--- src/rtl/env_key_pkg.sv ---
package env_key_pkg;

    typedef enum logic [1:0] {
        ENV_ZERO = 2'd0,
        ENV_RISE = 2'd1,
        ENV_FULL = 2'd2,
        ENV_FALL = 2'd3
    } env_state_t;

endpackage

--- src/rtl/env_rate_counter.sv ---
module env_rate_counter #(
    parameter int RW         = 8,
    parameter int MIN_RELOAD = 3
) (
    input  logic          clk,
    input  logic          rst_n,
    input  logic [RW-1:0] reload_i,
    output logic          tick_o
);
    localparam logic [RW-1:0] MIN_R = RW'(MIN_RELOAD);

    logic [RW-1:0] cnt_q;
    logic          paused;

    assign paused = (reload_i < MIN_R);
    assign tick_o = !paused && (cnt_q == '0);

    always_ff @(posedge clk) begin
        if (!rst_n)
            cnt_q <= reload_i;
        else if (paused)
            cnt_q <= cnt_q;
        else if (cnt_q == '0)
            cnt_q <= reload_i;
        else
            cnt_q <= cnt_q - 1'b1;
    end

    // after a tick with a legal rate, the counter is reloaded, so no back-to-back ticks
    p_no_double_tick_r4: assert property (@(posedge clk) disable iff (!rst_n)
        (tick_o && !paused) |=> !tick_o);

    // a paused counter does not move
    p_hold_count_r7: assert property (@(posedge clk) disable iff (!rst_n)
        paused |=> (cnt_q == $past(cnt_q)));

endmodule

--- src/rtl/env_ramp_fsm.sv ---
module env_ramp_fsm
    import env_key_pkg::*;
#(
    parameter int AW = 12
) (
    input  logic          clk,
    input  logic          rst_n,
    input  logic          key_i,
    input  logic          tick_i,
    output logic [AW-1:0] amp_o
);
    localparam logic [AW-1:0] AMP_MAX = {AW{1'b1}};
    localparam logic [AW-1:0] AMP_MIN = '0;

    env_state_t    state_q, state_d;
    logic [AW-1:0] amp_q, amp_d;

    // next state
    always_comb begin
        state_d = state_q;
        unique case (state_q)
            ENV_ZERO: if (key_i) state_d = ENV_RISE;
            ENV_RISE: begin
                if (!key_i)              state_d = ENV_FALL;
                else if (amp_q == AMP_MAX) state_d = ENV_FULL;
            end
            ENV_FULL: if (!key_i) state_d = ENV_FALL;
            ENV_FALL: begin
                if (key_i)               state_d = ENV_RISE;
                else if (amp_q == AMP_MIN) state_d = ENV_ZERO;
            end
            default: state_d = ENV_ZERO;
        endcase
    end

    // amplitude stepping
    always_comb begin
        amp_d = amp_q;
        unique case (state_q)
            ENV_RISE: if (tick_i && amp_q != AMP_MAX) amp_d = amp_q + 1'b1;
            ENV_FALL: if (tick_i && amp_q != AMP_MIN) amp_d = amp_q - 1'b1;
            ENV_ZERO: amp_d = amp_q;
            ENV_FULL: amp_d = amp_q;
            default:  amp_d = amp_q;
        endcase
    end

    // state register
    always_ff @(posedge clk) begin
        if (!rst_n) begin
            state_q <= ENV_ZERO;
            amp_q   <= AMP_MIN;
        end else begin
            state_q <= state_d;
            amp_q   <= amp_d;
        end
    end

    // outputs
    always_comb begin
        amp_o = amp_q;
    end

    // the amplitude moves by at most one step per clock
    p_unit_step_r5: assert property (@(posedge clk) disable iff (!rst_n)
        (amp_q != $past(amp_q)) |->
            ((amp_q == $past(amp_q) + 1'b1) || (amp_q == $past(amp_q) - 1'b1)));

    // no wrap from full scale to zero
    p_no_overflow_r5: assert property (@(posedge clk) disable iff (!rst_n)
        (amp_q == AMP_MAX) |=> (amp_q != AMP_MIN));

    // no wrap from zero to full scale
    p_no_underflow_r6: assert property (@(posedge clk) disable iff (!rst_n)
        (amp_q == AMP_MIN) |=> (amp_q != AMP_MAX));

    // without a tick the amplitude stays put
    p_still_without_tick_r7: assert property (@(posedge clk) disable iff (!rst_n)
        !tick_i |=> $stable(amp_q));

endmodule

--- src/rtl/env_scaler.sv ---
module env_scaler #(
    parameter int DW = 12,
    parameter int SW = 12
) (
    input  logic                 clk,
    input  logic                 rst_n,
    input  logic                 en_i,
    input  logic [SW-1:0]        scale_i,
    input  logic signed [DW-1:0] samp_i,
    output logic signed [DW-1:0] samp_o
);
    localparam int PW = DW + SW + 1;

    logic signed [PW-1:0] prod;
    logic signed [DW-1:0] scaled;

    assign prod   = samp_i * $signed({1'b0, scale_i});
    assign scaled = prod[DW+SW-1:SW];

    always_ff @(posedge clk) begin
        if (!rst_n)
            samp_o <= '0;
        else if (en_i)
            samp_o <= scaled;
        else
            samp_o <= samp_i;
    end

    // bypass forwards the previous sample unchanged
    p_bypass_r1: assert property (@(posedge clk) disable iff (!rst_n)
        !en_i |=> (samp_o == $past(samp_i)));

    // a zero scale yields zero output
    p_zero_scale_r2: assert property (@(posedge clk) disable iff (!rst_n)
        (en_i && scale_i == '0) |=> (samp_o == '0));

endmodule

--- src/rtl/envelope_keyer.sv ---
module envelope_keyer #(
    parameter int DW         = 12,
    parameter int AW         = 12,
    parameter int RW         = 8,
    parameter int MIN_RELOAD = 3
) (
    input  logic                 clk,
    input  logic                 rst_n,
    input  logic                 env_en,
    input  logic                 auto_mode,
    input  logic                 key_in,
    input  logic [RW-1:0]        rate_word,
    input  logic [AW-1:0]        man_scale_i,
    input  logic [AW-1:0]        man_scale_q,
    input  logic signed [DW-1:0] i_in,
    input  logic signed [DW-1:0] q_in,
    output logic signed [DW-1:0] i_out,
    output logic signed [DW-1:0] q_out
);
    localparam int NCH = 2;

    logic                 tick;
    logic [AW-1:0]        amp;
    logic [AW-1:0]        man_scale [NCH];
    logic signed [DW-1:0] samp_in   [NCH];
    logic signed [DW-1:0] samp_out  [NCH];

    assign man_scale[0] = man_scale_i;
    assign man_scale[1] = man_scale_q;
    assign samp_in[0]   = i_in;
    assign samp_in[1]   = q_in;
    assign i_out        = samp_out[0];
    assign q_out        = samp_out[1];

    env_rate_counter #(.RW(RW), .MIN_RELOAD(MIN_RELOAD)) u_rate (
        .clk      (clk),
        .rst_n    (rst_n),
        .reload_i (rate_word),
        .tick_o   (tick)
    );

    env_ramp_fsm #(.AW(AW)) u_ramp (
        .clk    (clk),
        .rst_n  (rst_n),
        .key_i  (key_in),
        .tick_i (tick),
        .amp_o  (amp)
    );

    for (genvar ch = 0; ch < NCH; ch++) begin : g_chan
        logic [AW-1:0] scale_sel;
        assign scale_sel = auto_mode ? amp : man_scale[ch];

        env_scaler #(.DW(DW), .SW(AW)) u_scale (
            .clk     (clk),
            .rst_n   (rst_n),
            .en_i    (env_en),
            .scale_i (scale_sel),
            .samp_i  (samp_in[ch]),
            .samp_o  (samp_out[ch])
        );
    end

    // in ramp mode both channels see one amplitude, so equal inputs give equal outputs
    p_shared_amp_r3: assert property (@(posedge clk) disable iff (!rst_n)
        (env_en && auto_mode && i_in == q_in) |=> (i_out == q_out));

endmodule

--- config.mk ---
export PLATFORM = sky130hd
export DESIGN_NAME = envelope_keyer
export DESIGN_NICKNAME = d
export VERILOG_FILES = /design/src/rtl/env_key_pkg.sv /design/src/rtl/env_rate_counter.sv /design/src/rtl/env_ramp_fsm.sv /design/src/rtl/env_scaler.sv /design/src/rtl/envelope_keyer.sv
export SDC_FILE = /design/constraint.sdc
export NUM_CORES = 1
export LEC_CHECK = 0
export BUFFER_PORTS_ARGS = -buffer_cell sky130_fd_sc_hd__buf_2
export CAP_MARGIN = 15
export CORE_MARGIN = 10
export CORE_UTILIZATION = 64
export DETAILED_ROUTE_END_ITERATION = 10
export PLACE_DENSITY = 0.83
export SKIP_LAST_GASP = 1
export SLEW_MARGIN = 25
export SYNTH_ARGS = -nofsm -noshare
export SYNTH_HDL_FRONTEND = slang
export SYNTH_SLANG_ARGS = --single-unit
--- constraint.sdc ---
create_clock -name clk -period 7.7 [get_ports clk]
set_input_delay 0.77 -clock clk [delete_from_list [all_inputs] [get_ports clk]]
set_output_delay 0.77 -clock clk [all_outputs]
set_load 0.02 [all_outputs]
# Yosys cells after proc, flatten, opt, wreduce, memory -nomap -nowiden
# Cells that the tools add are included.
word_totals:
  register_bits: 46
  latch_bits: 0
  ram_bits: 0
  mem_bits_ro: 0
  inputBits: 61
  output_inout_bits: 24
  wordCells: 52
  mem_count: 0
classes:
  addsub: 3
  multipliers: 2
  div: 0
  n_lt_le_gt_ge: 1
  eq_ne: 12
  n_shift: 0
  mux: 17
  bitwise: 1
  reduce_logical: 11
op_table:
  columns: ["cell", "count"]
  rows:
  - ["12-bit two-way mux", 6]
  - ["12-bit by 13-bit multiplier with 24-bit output", 2]
  - ["8-bit two-way mux", 3]
  - ["12-bit case mux with 2 select lines", 1]
  - ["12-bit by 1-bit adder with 12-bit output, second input constant", 1]
  - ["12-bit == test, second input constant", 1]
  - ["12-bit logical NOT", 1]
  - ["2-bit two-way mux", 6]
  - ["12-bit != test, second input constant", 1]
  - ["12-bit nonzero test", 1]
  - ["12-bit by 1-bit subtractor with 12-bit output, second input constant", 1]
  - ["8-bit logical NOT", 1]
  - ["8-bit by 2-bit less-than comparator with 1-bit output, second input constant", 1]
  - ["2-bit case mux with 4 select lines", 1]
  - ["8-bit by 1-bit subtractor with 8-bit output, second input constant", 1]
  - ["2-bit != test, second input constant", 3]
  - ["3-bit by 2-bit != test with 1-bit output, second input constant", 2]
  - ["2-bit == test, second input constant", 2]
  - ["2-bit by 1-bit != test with 1-bit output, second input constant", 2]
  - ["4-bit AND reduction", 1]
  - ["1-bit logical AND", 3]
  - ["3-bit AND reduction", 1]
  - ["2-bit by 1-bit == test with 1-bit output, second input constant", 1]
  - ["2-bit logical NOT", 1]
  - ["3 further kinds", 3]

# Logic depth before layout (Yosys ltp)
depth:
  ltp_word: 6
  ltp_mapped: 23
  mapped_depth_nobuf: 20

# Cells and area by module
# A second synthesis with hierarchy kept.
unflattened:
  cells_unflattened: 1495
  hier_area_um2: 12734.7
modules_own_cells:
  columns: ["mod", "instances", "cells_per_inst", "area_each_um2", "seq_area_each_um2"]
  rows:
  - ["env_scaler (g_chan[1].u_scale)", 1, 633, 5253.8, 240.2]
  - ["env_scaler (g_chan[0].u_scale)", 1, 615, 5211.2, 240.2]
  - ["env_ramp_fsm", 1, 165, 1335.0, 280.3]
  - ["env_rate_counter", 1, 55, 538.0, 240.2]
  - ["envelope_keyer", 1, 27, 396.6, 0.0]

# Least setup slack after synthesis
# No wires, ideal clock.
synth_path:
  kind: "input to register"
  startpoint: "in auto_mode"
  endpoint: "reg g_chan[1].u_scale.samp_o[11]"
  setup_ps: 127
  t_arrival_ps: 6242
  t_required_ps: 7573
  path_slack_ps: 1331
  path_stages: 21
  n_path_buf: 3
  cell_sequence: "clkbuf_1 clkbuf_1 nand2_1 o21ai_0 clkbuf_1 nand2_1 fa_1 fa_1 fa_1 inv_1 fa_1 inv_1 fa_1 inv_1 ha_1 nand3_1 a2111oi_4 o2111ai_1 a2111oi_4 nor4b_1 or3b_1"
synth_via:
  elab_chain_cells: 3
synth_rtl:
  columns: ["item", "line", "text"]
  rows:
  - ["from (decl)", "envelope_keyer.sv:10", "input logic auto_mode,"]
  - ["12-bit two-way mux", "envelope_keyer.sv:52", "assign scale_sel = auto_mode ? amp : man_scale[ch];"]
  - ["12-bit by 13-bit multiplier with 24-bit output", "env_scaler.sv:17", "assign prod = samp_i * $signed({1'b0, scale_i});"]
  - ["12-bit two-way mux", "env_scaler.sv:23", "else if (en_i)"]
  - ["to (signal assigned)", "env_scaler.sv:24", "samp_o <= scaled;"]
  - ["to (signal assigned)", "env_scaler.sv:26", "samp_o <= samp_i;"]
  - ["to (decl)", "env_scaler.sv:10", "output logic signed [DW-1:0] samp_o"]
# No other way between the ends.
# A chain may end at the register's enable or synchronous reset.

# Final worst setup path
layout_path:
  startpoint: "in auto_mode"
  endpoint: "reg g_chan[0].u_scale.samp_o[9]"
layout_via:
  elab_chain_cells: 3
layout_rtl:
  columns: ["item", "line"]
  rows:
  - ["12-bit two-way mux", "envelope_keyer.sv:52"]
  - ["12-bit by 13-bit multiplier with 24-bit output", "env_scaler.sv:17"]
  - ["12-bit two-way mux", "env_scaler.sv:23"]
  - ["to (signal assigned)", "env_scaler.sv:24"]
  - ["to (signal assigned)", "env_scaler.sv:26"]
  - ["to (decl)", "env_scaler.sv:10"]
# No other way between the ends.

==> out/results.ini <==
[setup_path]
crit_path_top_delay_cell=fa_1
cpMostUsedCell=fa_1
worstSetupPathType=primary input to register
reg2reg_setup_slack_ns=1.84
r2r-end=g_chan[0].u_scale.samp_o[9]
path_cells=buf_2, nand2_1, o21ai_0, buf_4, nand2_1, fa_1, fa_1, fa_1, inv_1, fa_1, inv_1, fa_1, inv_1, ha_1, nand4_1, a211oi_1, o211ai_1, nor4bb_1, o21ai_0, a32o_1
crit_path_end_kind=register
start_kind=primary input
critPathMaxFanout=38
reg2regPathDepth=19
worstPathArrival_ns=6.60
slowest_delay_ns=0.54
required_ns=7.91
reg2reg_from=u_ramp.amp_o[7]

[logic_synthesis]
synth-async-reset-ratio_pct=0
synth-compound-area-share_pct=9.62
synth-main-ff-cell=dfxtp_1
yosysSeqAreaShare_pct=8.24
muxShareOfSynthArea_pct=1.07
yosys-top-cells-area=fa_1 33%, ha_1 16%, inv_1 10%, nand2_1 7.2%, dfxtp_1 6.3%
synth_top_area_cell=fa_1
synth_top_family_by_area=adder cells
synthXorXnorAreaFrac_pct=1.87
ys_ff_latch=46
avgSynthCellArea_um2=8.26
synth_fp_nets=1884
synth_edf_count=8
netlist_top_cells_count=333 x inv_1, 233 x nand2_1, 199 x fa_1
yosysMostFrequentCell=inv_1
yosys_warnings=0
yosys.area_share.adder_pct=48.7
synth_area_um2=12100
synth_top_area_share_pct=32.8
syn_inst=1470
yosys.area_share.simple_pct=18.3
yosysUniqueCellTypes=68

[timing]
tns_ns=0
finalHoldViolations=0
tightest_slew_ns=0.737
finalWorstPathRequiredPeriod_ns=6.38
rsz0062_at_grt=false
skew_ns=0.0141
setup_viol=0
slew_viol_final=0
fin_crit_sh_pct=82.9
max_freq_mhz=157
slew_headroom_pct=50.8

[cts]
clock-sinks=46
cts_tree=built
cts.path.max_buffers=2
cts_hold_buffers=0
cts_root_buf=clkbuf_16
cts_setup_buffers=0
cts_buffers=5
h-tree-depth=2
clk_pin_slew_worst_paths_ns=0.09
cts_resized=0
worstSkewPairLatency_ns=0.31

[placement]
port_buffers=84
placed_area_um2=12800
dpl.hpwl_mm=25.8
gp_congestion=0.923
dp_cells=1751

[detailed_routing]
num_vias=10300
wl_per_cell_um=18.1
drc_errors=0
ant_nets=0
viasPerCell=5.87
dr.pass1.iters=5
routed_wirelength_mm=31.9
initialDrtViolationCount=738

[pwr]
p_total_mw=3.35
power_density_nw_per_um2=258
total_leakage_power_nw=6.76
peakVddDrop_v=0.000253

[cells_and_area]
drive_gt1_share_pct=8.92
layout-area-overhead-vs-synth_pct=6.70
fin_area_um2=13000
fin_util_pct=69.3
nets=1938
layout.cells.non_filler=1760

[floorplanning]
io_pins=85
dieArea_um2=24900
fp-row-count=50
fp.dieH_um=158
start_util_pct=64.9
core_area_um2=18700
die_w_um=158

[global_routing]
grt_pass1_wl_mm=52.6
antenna_found_initial=1
grt.total_usage_pct=26.5
grt_max_degree=39
grt_overflow_total=0
grt_pass1_vias=10900

[min_path]
worstHoldStart=u_ramp.amp_o[6]
min_delay_path_depth=2
hp-class=register to register
worstHoldEndpoint=u_ramp.amp_o[6]

[status]
status=finished, final reports clean

[run]
maxCapViolations=0

[worst max-delay path: cells and delay by family]
family / cells / cell delay [ns]
adder cells (fa/ha/maj): 6 / 2.79
buffers and inverters: 5 / 0.86
AO/OA/AOI/OAI: 5 / 1.34
AND/OR/NAND/NOR: 4 / 0.80
[flip-flops by register name, indices dropped and copies added, names as in the netlist]
register and cells:
u_ramp.amp_o 12, u_rate.cnt_q 8, u_ramp.state_q 2, g_chan.u_scale.samp_o 24
[layout by cell type, fill, tap and decap left out, types with 4 or more instances in the layout]
cell type  count
a21o_1         8
nor3_1         9
dfxtp_1       38
nor4b_1        5
clkbuf_16      5
nor2b_1        5
mux2i_1       13
buf_4         25
nand4_1       10
o21ai_1        7
nor2_1        50
xor2_1         5
a211o_1        4
a21oi_1       28
and3_1        12
edfxtp_1       8
o21bai_1       7
fa_1         199
nand3_1       13
or2_2         11
nand3b_1       7
o211ai_1      10
or3_1          8
nand2_1      233
nand2b_1       4
nor4_1         4
a211oi_1      14
ha_1         154
xnor2_1       21
and2_1        81
o21a_1         5
o21ai_0       52
buf_2         84
inv_1        333
[worst max path at each step]
stage	from	end	slack [ns]
6_report	auto_mode	g_chan[0].u_scale.samp_o[9]	1.32
5_1_grt	auto_mode	g_chan[1].u_scale.samp_o[11]	0.97
4_1_cts	auto_mode	g_chan[1].u_scale.samp_o[11]	1.25
3_5_place_dp	auto_mode	g_chan[1].u_scale.samp_o[11]	0.91
3_3_place_gp	auto_mode	g_chan[1].u_scale.samp_o[11]	1.15
2_1_floorplan	auto_mode	g_chan[1].u_scale.samp_o[11]	1.33
[cells by family (layout without fill, tap and decap cells)]
family,Yosys count,count (layout)
adders and majority gates,353,353
xor gates and xnor gates,26,26
other,0,1
and+or+nand+nor,463,463
DFF,46,46
buffers and inverters,396,451
muxes,13,13
AOI/OAI and AO/OA,173,173
[per-layer routing]
metal,GRT usage [%],vias to the layer above,part of all wire (%)
met4,12.1,0,4.9
met1,30.7,5061,37
met5,0,-,0
met3,5.62,104,8.7
li1,-,4673,-
met2,45.8,485,49
[area by class of cell]
class	instances	area (um^2)
Antenna cell	1	2.50
Clock buffer	5	125
Clock inverter	3	25.0
Fill cell	1445	5740
Inverter	334	1250
Multi-Input combinational cell	1028	9650
Sequential cell	46	1000
Tap cell	234	293
Timing Repair Buffer	109	608
[power breakdown]
group          leakage (nW)  total [mW]  internal, mW  switching [mW]
Sequential            0.401       0.360         0.314          0.0458
Combinational          6.29        2.74          1.09            1.64
Clock                0.0704       0.250         0.123           0.127
Total                  6.76        3.35          1.53            1.82
[through the flow]
step	hold WS, ns	setup slack (ns)
floorplan	0.469	1.33
global placement	0.503	1.15
detailed placement	0.515	0.914
CTS	0.526	1.25
global route	0.559	0.969
finish	0.536	1.32
Power figures use the tool's default switching activity.
